[src/rtl/psr_pkg.sv]
package psr_pkg;
    typedef enum logic [1:0] {
        PS_ACTIVE  = 2'd0,
        PS_STANDBY = 2'd1,
        PS_SLEEP   = 2'd2
    } pstate_e;
endpackage

[src/rtl/psr_timer.sv]
// Periodic refresh tick; period scales with temperature class and standby.
module psr_timer #(
    parameter int BASE_PERIOD = 64,
    parameter int STBY_SHIFT  = 2
) (
    input  logic       clk,
    input  logic       rst_n,
    input  logic       run,
    input  logic       slow,
    input  logic [1:0] temp_sel,
    output logic       tick
);
    localparam int MAX_LIM = BASE_PERIOD << STBY_SHIFT;
    localparam int CNT_W   = $clog2(MAX_LIM + 1);

    logic [CNT_W-1:0] cnt_q;
    logic [CNT_W-1:0] limit;

    always_comb begin
        limit = CNT_W'(BASE_PERIOD >> temp_sel);
        if (slow) limit = limit << STBY_SHIFT;
        tick = run && (cnt_q >= limit - 1'b1);
    end

    always_ff @(posedge clk or negedge rst_n) begin
        if (!rst_n)    cnt_q <= '0;
        else if (!run) cnt_q <= '0;
        else if (tick) cnt_q <= '0;
        else           cnt_q <= cnt_q + 1'b1;
    end

    // the counter never runs past the longest period
    a_r3_cnt_bound: assert property (@(posedge clk) disable iff (!rst_n)
        cnt_q < CNT_W'(MAX_LIM));
endmodule

[src/rtl/psr_refresh_arb.sv]
// Pending-refresh accounting, host-first arbitration and the row pointer.
module psr_refresh_arb #(
    parameter int ROW_W    = 5,
    parameter int PEND_MAX = 4
) (
    input  logic             clk,
    input  logic             rst_n,
    input  logic             enable,
    input  logic             req,
    input  logic             host_busy,
    input  logic [1:0]       grp_sel,
    input  logic [ROW_W-1:0] ret_top,
    output logic             rf_act,
    output logic [ROW_W-1:0] rf_row,
    output logic             pend_full
);
    localparam int PEND_W = $clog2(PEND_MAX + 1);

    logic [PEND_W-1:0] pend_q;
    logic [ROW_W-1:0]  row_q;
    logic [ROW_W:0]    nxt;

    always_comb begin
        pend_full = (pend_q == PEND_W'(PEND_MAX));
        rf_act    = enable && (pend_q != '0) && (!host_busy || pend_full);
        rf_row    = (row_q > ret_top) ? '0 : row_q;
        nxt       = {1'b0, rf_row} + ((ROW_W+1)'(1) << grp_sel);
    end

    always_ff @(posedge clk or negedge rst_n) begin
        if (!rst_n) begin
            pend_q <= '0;
            row_q  <= '0;
        end else begin
            if (!enable) pend_q <= '0;
            else         pend_q <= pend_q + PEND_W'(req) - PEND_W'(rf_act);
            if (rf_act)
                row_q <= (nxt > {1'b0, ret_top}) ? '0 : nxt[ROW_W-1:0];
        end
    end

    a_r2_pend_bound: assert property (@(posedge clk) disable iff (!rst_n)
        pend_q <= PEND_W'(PEND_MAX));
    a_r6_row_in_region: assert property (@(posedge clk) disable iff (!rst_n)
        rf_act |-> (rf_row <= ret_top));
    a_r7_sleep_clears: assert property (@(posedge clk) disable iff (!rst_n)
        !enable |=> (pend_q == '0));
endmodule

[src/rtl/psr_array.sv]
// Behavioural cell array with a registered read port.
module psr_array #(
    parameter int ADDR_W = 8,
    parameter int DATA_W = 8
) (
    input  logic              clk,
    input  logic              wr_en,
    input  logic              rd_en,
    input  logic [ADDR_W-1:0] addr,
    input  logic [DATA_W-1:0] wdata,
    output logic [DATA_W-1:0] rdata
);
    localparam int DEPTH = 1 << ADDR_W;

    logic [DATA_W-1:0] mem [DEPTH];
    logic [DATA_W-1:0] rdata_q;

    always_ff @(posedge clk) begin
        if (wr_en) mem[addr] <= wdata;
        if (rd_en) rdata_q <= mem[addr];
    end

    assign rdata = rdata_q;
endmodule

[src/rtl/psram_refresh_top.sv]
module psram_refresh_top #(
    parameter int ROW_W       = 5,
    parameter int COL_W       = 3,
    parameter int DATA_W      = 8,
    parameter int BASE_PERIOD = 64,
    parameter int STBY_SHIFT  = 2,
    parameter int PEND_MAX    = 4
) (
    input  logic                   clk,
    input  logic                   rst_n,
    input  logic [1:0]             mode,
    input  logic                   cs,
    input  logic                   we,
    input  logic [ROW_W+COL_W-1:0] addr,
    input  logic [DATA_W-1:0]      wdata,
    output logic [DATA_W-1:0]      rdata,
    output logic                   ready,
    input  logic                   bypass,
    input  logic                   ext_rf_req,
    input  logic [1:0]             temp_sel,
    input  logic [1:0]             grp_sel,
    input  logic [ROW_W-1:0]       ret_top,
    output logic                   data_lost,
    output logic                   rf_act,
    output logic [ROW_W-1:0]       rf_row
);
    import psr_pkg::*;

    localparam int ADDR_W = ROW_W + COL_W;

    pstate_e state_q, state_d;
    logic    in_active, in_standby, in_sleep, waking;
    logic    tick, rf_req, pend_full, wr_acc, rd_acc, lost_q;

    // power-state register
    always_ff @(posedge clk or negedge rst_n) begin
        if (!rst_n) state_q <= PS_ACTIVE;
        else        state_q <= state_d;
    end

    // next state and state outputs
    always_comb begin
        unique case (mode)
            2'b00:   state_d = PS_ACTIVE;   // resume / wake
            2'b01:   state_d = PS_STANDBY;  // park / wake
            default: state_d = PS_SLEEP;    // power-down
        endcase
        in_active  = (state_q == PS_ACTIVE);
        in_standby = (state_q == PS_STANDBY);
        in_sleep   = (state_q == PS_SLEEP);
        waking     = in_sleep && (state_d != PS_SLEEP);
    end

    always_comb begin
        ready  = in_active && !pend_full;
        wr_acc = cs && we && ready;
        rd_acc = cs && !we && ready;
        rf_req = bypass ? (ext_rf_req && !in_sleep) : tick;
    end

    psr_timer #(.BASE_PERIOD(BASE_PERIOD), .STBY_SHIFT(STBY_SHIFT)) u_timer (
        .clk      (clk),
        .rst_n    (rst_n),
        .run      (!in_sleep && !bypass),
        .slow     (in_standby),
        .temp_sel (temp_sel),
        .tick     (tick)
    );

    psr_refresh_arb #(.ROW_W(ROW_W), .PEND_MAX(PEND_MAX)) u_arb (
        .clk       (clk),
        .rst_n     (rst_n),
        .enable    (!in_sleep),
        .req       (rf_req),
        .host_busy (cs && in_active),
        .grp_sel   (grp_sel),
        .ret_top   (ret_top),
        .rf_act    (rf_act),
        .rf_row    (rf_row),
        .pend_full (pend_full)
    );

    psr_array #(.ADDR_W(ADDR_W), .DATA_W(DATA_W)) u_array (
        .clk   (clk),
        .wr_en (wr_acc),
        .rd_en (rd_acc),
        .addr  (addr),
        .wdata (wdata),
        .rdata (rdata)
    );

    always_ff @(posedge clk or negedge rst_n) begin
        if (!rst_n)      lost_q <= 1'b1;
        else if (waking) lost_q <= 1'b1;
        else if (wr_acc) lost_q <= 1'b0;
    end

    assign data_lost = lost_q;

    a_r7_no_refresh_asleep: assert property (@(posedge clk) disable iff (!rst_n)
        in_sleep |-> !rf_act);
    a_r2_host_first: assert property (@(posedge clk) disable iff (!rst_n)
        (cs && ready) |-> !rf_act);
    a_r7_lost_needs_write: assert property (@(posedge clk) disable iff (!rst_n)
        $fell(lost_q) |-> $past(cs && we));
    a_r8_wake_marks_lost: assert property (@(posedge clk) disable iff (!rst_n)
        ($past(state_q) == PS_SLEEP && state_q != PS_SLEEP) |-> lost_q);
endmodule

[config.mk]
export PLATFORM = sky130hd
export DESIGN_NAME = psram_refresh_top
export DESIGN_NICKNAME = d
export VERILOG_FILES = /design/src/rtl/psr_pkg.sv /design/src/rtl/psr_timer.sv /design/src/rtl/psr_refresh_arb.sv /design/src/rtl/psr_array.sv /design/src/rtl/psram_refresh_top.sv
export SDC_FILE = /design/constraint.sdc
export NUM_CORES = 2
export LEC_CHECK = 0
export BUFFER_PORTS_ARGS = -buffer_cell sky130_fd_sc_hd__buf_2
export CORE_MARGIN = 2
export CORE_UTILIZATION = 30
export DETAILED_ROUTE_END_ITERATION = 7
export MAX_ROUTING_LAYER = met4
export PLACE_DENSITY = 0.44
export SETUP_SLACK_MARGIN = 0.15
export SYNTH_ARGS = -nofsm -noshare
export SYNTH_HDL_FRONTEND = slang
export SYNTH_SLANG_ARGS = --single-unit
[constraint.sdc]
create_clock -name clk -period 6.4 [get_ports clk]
set_input_delay 0.32 -clock clk [delete_from_list [all_inputs] [get_ports clk]]
set_output_delay 0.32 -clock clk [all_outputs]
set_load 0.02 [all_outputs]
Yosys cells after proc, flatten, opt, wreduce, memory -nomap -nowiden

Memory sizes are Yosys's and may differ from the RTL's. A register that Yosys moved wholly into a read port is not among the register bits.
Index checks and enable logic that the tools add are counted.

Word-level logic and storage cells: 55
Input bits: 33
Register bits after elaboration: 20
Memories: 1
Output and inout bits: 16
Memory bits (writable): 2048

Shift operators: 2
Reduce and logical (&&, ||, !) cells: 22
Eq/ne operators: 5
Muxes and demuxes: 12
Order comparisons: 3
Add/subtract/negate cells: 5

Memories:

| memory      | depth | bits a word | rd ports | clocked after Yosys merged registers in | wr ports | RTL line        | source |
|---|---|---|---|---|---|---|---|
| u_array.mem | 256   | 8           | 1        | 1                                       | 1        | psr_array.sv:15 | `logic [DATA_W-1:0] mem [DEPTH];` |

Operators by type and width:

| kind                                                               | count |
|---|---|
| 9-bit two-way mux                                                  | 3 |
| 1-bit logical AND                                                  | 12 |
| 5-bit two-way mux                                                  | 2 |
| 9-bit by 1-bit adder with 9-bit output, second input constant      | 1 |
| 9-bit greater-or-equal comparator                                  | 1 |
| 7-bit by 2-bit right shift with 9-bit output, first input constant | 1 |
| 9-bit by 1-bit subtractor with 9-bit output, second input constant | 1 |
| 5-bit by 6-bit adder with 6-bit output                             | 1 |
| 6-bit by 5-bit > comparator with 1-bit output                      | 1 |
| 1-bit by 2-bit left shift with 6-bit output, first input constant  | 1 |
| 5-bit > comparator                                                 | 1 |
| 1-bit logical NOT                                                  | 5 |
| 1-bit two-way mux                                                  | 5 |
| 2-bit by 1-bit == test with 1-bit output, second input constant    | 2 |
| 2-bit logical NOT                                                  | 2 |
| 2-bit one-hot mux with 2 select lines                              | 1 |
| 3-bit by 1-bit adder with 3-bit output                             | 1 |
| 3-bit == test, second input constant                               | 1 |
| 3-bit two-way mux                                                  | 1 |
| 3-bit nonzero test                                                 | 1 |
| 3-bit by 1-bit subtractor with 3-bit output                        | 1 |
| 2-bit == test, second input constant                               | 1 |
| 2-bit inequality test, second input constant                       | 1 |
| 2-bit nonzero test                                                 | 1 |
| 1-bit logical OR                                                   | 1 |

Longest topological paths before layout

Depth in word-level cells: 9
Mapped depth: 20

Modules after synthesis

Synthesis repeated with hierarchy kept, for this count alone.

Cells, all modules: 3734
Area total of the unflattened synthesis: 80244.5 um^2

By module, submodules not included:

| module            | area each (um^2) | cells an instance | times used | seq. area each (um^2) |
|---|---|---|---|---|
| psr_array         | 78572.9          | 3547              | 1          | 61739.2 |
| psr_refresh_arb   | 913.4            | 103               | 1          | 200.2 |
| psr_timer         | 573.0            | 64                | 1          | 225.2 |
| psram_refresh_top | 185.2            | 20                | 1          | 76.3 |

Worst setup path before layout

Ideal clock, no wire load.

Path type: register to register
Start point: reg u_arb.row_q[2]
End point: reg u_arb.row_q[0]
Period minus slack after synthesis: 3.769 ns
Data required time: 6.333 ns
Setup slack: 2.631 ns
Cell stages (with the launch flop): 18
Data arrival time: 3.702 ns
Cells stage by stage: dfrtp_1 ha_1 and4_1 a21oi_1 a22o_1 and2_1 ha_1 inv_1 fa_1 inv_1 ha_1 nor2b_1 o21a_1 o21ai_0 a21oi_1 o22a_1 a211oi_1 a22o_1

Longest elaborated chain between the ends: 5

RTL lines:

| element                                       | RTL line                | source |
|---|---|---|
| start, declared                               | psr_refresh_arb.sv:20   | `logic [ROW_W-1:0] row_q;` |
| start signal, assigned                        | psr_refresh_arb.sv:38   | `row_q <= (nxt > {1'b0, ret_top}) ? '0 : nxt[ROW_W-1:0];` |
| 5-bit > comparator *                          | psr_refresh_arb.sv:26   | `rf_row = (row_q > ret_top) ? '0 : row_q;` |
| 5-bit two-way mux *                           | psr_refresh_arb.sv:26   |  |
| net rf_row[0]                                 | psram_refresh_top.sv:25 | `output logic [ROW_W-1:0] rf_row` |
| 5-bit by 6-bit adder with 6-bit output *      | psr_refresh_arb.sv:27   | `nxt = {1'b0, rf_row} + ((ROW_W+1)'(1) << grp_sel);` |
| 6-bit by 5-bit > comparator with 1-bit output | psr_refresh_arb.sv:38   |  |
| 5-bit two-way mux *                           | psr_refresh_arb.sv:38   |  |

The timed path passes the listed nets; every way through them passes the cells marked *.
A chain may end at the register's enable or synchronous reset.

Worst setup path in the final report

Start point: reg u_arb.pend_q[1]
End point: mem u_array.mem[125][2] (enable)

Longest elaborated chain between the ends: 6

RTL lines:

| element                                 | RTL line                | source |
|---|---|---|
| start, declared                         | psr_refresh_arb.sv:19   | `logic [PEND_W-1:0] pend_q;` |
| start signal, assigned                  | psr_refresh_arb.sv:36   | `else pend_q <= pend_q + PEND_W'(req) - PEND_W'(rf_act);` |
| 3-bit == test                           | psr_refresh_arb.sv:24   | `pend_full = (pend_q == PEND_W'(PEND_MAX));` |
| 1-bit logical NOT                       | psram_refresh_top.sv:55 | `ready = in_active && !pend_full;` |
| 1-bit logical AND                       | psram_refresh_top.sv:55 |  |
| 1-bit logical AND                       | psram_refresh_top.sv:56 | `wr_acc = cs && we && ready;` |
| 1-bit two-way mux                       | psr_array.sv:19         | `if (wr_en) mem[addr] <= wdata;` |
| 1-bit two-way mux (implied by the code) | psr_array.sv:19         |  |
| end, declared                           | psr_array.sv:15         |  |

Every way passes these cells.

==> flow_summary.json <==
{
  "run_status": "finished clean",
  "routedWlPerCell_um": 31.2,
  "synth.area.top_cells": "edfxtp_1 (76%), mux4_2 (15%), nor2_1 (1.4%), mux2i_1 (0.89%), dfrtp_1 (0.59%)",
  "worst_pin_slew_ns": 1.18,
  "yosysSeqAreaShare": 0.768,
  "maxSlewHeadroom": 0.208,
  "wirelength_mm": 238,
  "finClkSkew_ns": 0.0567,
  "synth_top_area_cell": "edfxtp_1",
  "grt_antenna_before_repair": 13,
  "cp_common_cell": "nor2_1",
  "grt_start_max_net_pins": 168,
  "gp_congestion": 0.809,
  "cts_tree": "done",
  "rsz0062_at_grt": "false",
  "p_leak_nw": 28.4,
  "die_height_um": 524,
  "maxCapViolations": 0,
  "synth_fp_nets": 3755,
  "ios": 49,
  "via_count": 38800,
  "netlist_top_cells_count": "edfxtp_1 (2056), mux4_2 (557), nor2_1 (296), buf_2 (92), mux2i_1 (72)",
  "design.core.area_um2": 268000,
  "synthArstFlopShare": 0.00963,
  "areaGrowthSynthToFinish_pct": 14.5,
  "via_per_inst": 5.10,
  "synthFlopType": "edfxtp_1",
  "grt_pass1_wl_mm": 331,
  "cts_setup_buffers": 0,
  "netlist_area_um2": 81000,
  "cp-end-kind": "register",
  "hpwlAfterDp_mm": 145,
  "numCtsBuffers": 219,
  "regArea_um2": 62200,
  "ant_nets": 0,
  "num_rows": 190,
  "crit_family": "simple AND/OR/NAND/NOR gates",
  "cp-start-kind": "register",
  "yosys.area.top_type_share": 0.762,
  "layout.nets": 3931,
  "cts.htree.levels": 4,
  "design_area_um2": 92800,
  "cp.buffers_inverters": 1,
  "instances_no_fill": 7609,
  "cp_data_arrival_time_ns": 4.84,
  "multi_input_area_um2": 17700,
  "cts_sinks": 2076,
  "p_per_area_nw_per_um2": 312,
  "start_util": 0.302,
  "post-route-min-period_ns": 4.41,
  "synth_warnings": 0,
  "cts-root-buf": "clkbuf_16",
  "report.final.slew_viol_count": 0,
  "place_area_um2": 85800,
  "timing.final.hold_violations": 0,
  "grt_usage": 0.178,
  "cp_slowest_cell": "nor2_1",
  "vdd_ir_drop_max_uv": 272,
  "fill_cells": 24900,
  "die_area_um2": 274000,
  "yosysMostFrequentCell": "edfxtp_1",
  "cts.clk_slew.worst_paths_ns": 0.06,
  "cp.required_ns": 6.82,
  "drt-pass1-iter-count": 7,
  "period_share": 0.689,
  "max_freq_mhz": 227,
  "drc": 0,
  "dp_cells": 7190,
  "final_layout_size_suffix_gt1_frac": 0.259,
  "hold_path_class": "input port to register",
  "synth.avg_cell_area_um2": 21.9,
  "synth_edf_count": 2056,
  "clock_path_buffers": 3,
  "drt_iter0_markers": 4010,
  "crit_path_cell_trace": "nor2_1 -> a211oi_1 -> nand3_1 -> nor3b_1 -> nand2_2 -> buf_4 -> nor2_1",
  "cp_max_fo": 12,
  "yosysUniqueCellTypes": 68,
  "syn_inst": 3698,
  "setup-tns-final_ns": 0,
  "path_class": "register to register",
  "setup_viol": 0,
  "overflow": 0,
  "max_stage_delay_ns": 0.80,
  "grt_pass1_vias": 39800,
  "die_w_um": 524,
  "clock_latency_ns": 0.86,
  "port_buffers": 48,
  "synth-seq-cells": 2076
}
worst register-to-register path, stage by stage (launching register included):
cell and delay (ns):
dfrtp_1 0.43, nor2_1 0.07, a211oi_1 0.34, nand3_1 0.45, nor3b_1 0.77, nand2_2 0.70
buf_4 0.43, nor2_1 0.80
logic make-up after synthesis:
| group | count (synthesis) | share of synthesized area |
|---|---|---|
| AOI/OAI and AO/OA | 196 | 0.0177 |
| xor gates and xnor gates | 12 | 0.00130 |
| adders and majority gates | 24 | 0.00389 |
| buffers and inverters | 235 | 0.0150 |
| DFF | 2076 | 0.768 |
| muxes | 654 | 0.167 |
| other | 1 | 0.0000463 |
| and+or+nand+nor | 500 | 0.0270 |
path summary, 6_finish.rpt:
path                                   from                  end  slack [ns]  cells after the start
setup / recovery            u_arb.pend_q[1]  u_array.mem[125][2]        1.99                      7
hold / removal                     wdata[7]  u_array.mem[130][7]        0.06                      1
setup reg to reg            u_arb.pend_q[1]  u_array.mem[125][2]        1.99                      7
hold reg to reg            u_timer.cnt_q[0]     u_timer.cnt_q[0]        0.45                      1
max in group asynchronous             rst_n       u_arb.row_q[1]        4.57                      4
min in group asynchronous             rst_n            data_lost        0.51                      3
registers in the layout, indices dropped and copies added (netlist names):
| register | flops |
|---|---|
| data_lost | 1 |
| u_timer.cnt_q | 9 |
| u_array.mem | 2048 |
| state_q | 2 |
| u_arb.pend_q | 3 |
| u_arb.row_q | 5 |
| u_array.rdata | 8 |
metal layers:
metal,vias to the layer above,global-route usage,share of wire
li1,15900,-,-
met1,21500,0.241,0.44
met2,1129,0.283,0.49
met3,275,0.0272,0.049
met4,0,0.0385,0.021
met5,-,-,0
area by class of cell:
cell class	instances	share of cell area
Sequential cell	2076	0.671
Tap cell	3552	0.0479
Inverter	25	0.00101
Timing Repair Buffer	165	0.0165
Multi-Input combinational cell	1387	0.190
Clock inverter	128	0.0118
Antenna cell	3	0.0000809
Clock buffer	273	0.0619
layout by cell type, fill, tap and decap left out, types with 21 or more instances in the layout:
| cell | Yosys | final |
|---|---|---|
| mux2_2 | 25 | 25 |
| nand3_1 | 30 | 30 |
| clkinv_2 | 0 | 35 |
| inv_1 | 25 | 25 |
| ha_1 | 22 | 22 |
| buf_2 | 92 | 36 |
| buf_4 | 31 | 81 |
| clkinv_1 | 0 | 60 |
| a22oi_1 | 36 | 36 |
| mux2i_1 | 72 | 72 |
| nor2_1 | 296 | 294 |
| a22o_1 | 22 | 22 |
| clkbuf_1 | 58 | 51 |
| edfxtp_1 | 2056 | 2056 |
| nand2_1 | 68 | 52 |
| o22ai_1 | 29 | 29 |
| mux4_2 | 557 | 557 |
| buf_12 | 1 | 21 |
| nor2b_1 | 26 | 23 |
| clkbuf_16 | 0 | 222 |
timing repair:
item,CTS,global route
hold buffers,15,0
resized for setup,0,0
endpoints found under the hold margin,223,0
stage by stage:
| stage | util | hold slack (ns) | power, mW | setup slack (ns) |
|---|---|---|---|---|
| 2_1_floorplan | - | 0.0244 | 16.2 | 2.63 |
| 3_3_place_gp | 0.320 | 0.311 | 17.0 | 1.63 |
| 3_5_place_dp | 0.320 | 0.317 | 17.0 | 1.62 |
| 4_1_cts | 0.346 | 0.0198 | 29.3 | 1.88 |
| 5_1_grt | 0.346 | 0.0487 | 29.9 | 1.77 |
| 6_report | 0.346 | 0.0605 | 29.0 | 1.99 |
report_power, final:
group	internal [mW]	leakage, nW	switching [mW]
clock network	6.95	3.34	5.35
registers	15.0	18.7	0.0279
logic	0.589	6.28	1.07
(Power assumes the default switching activity.)
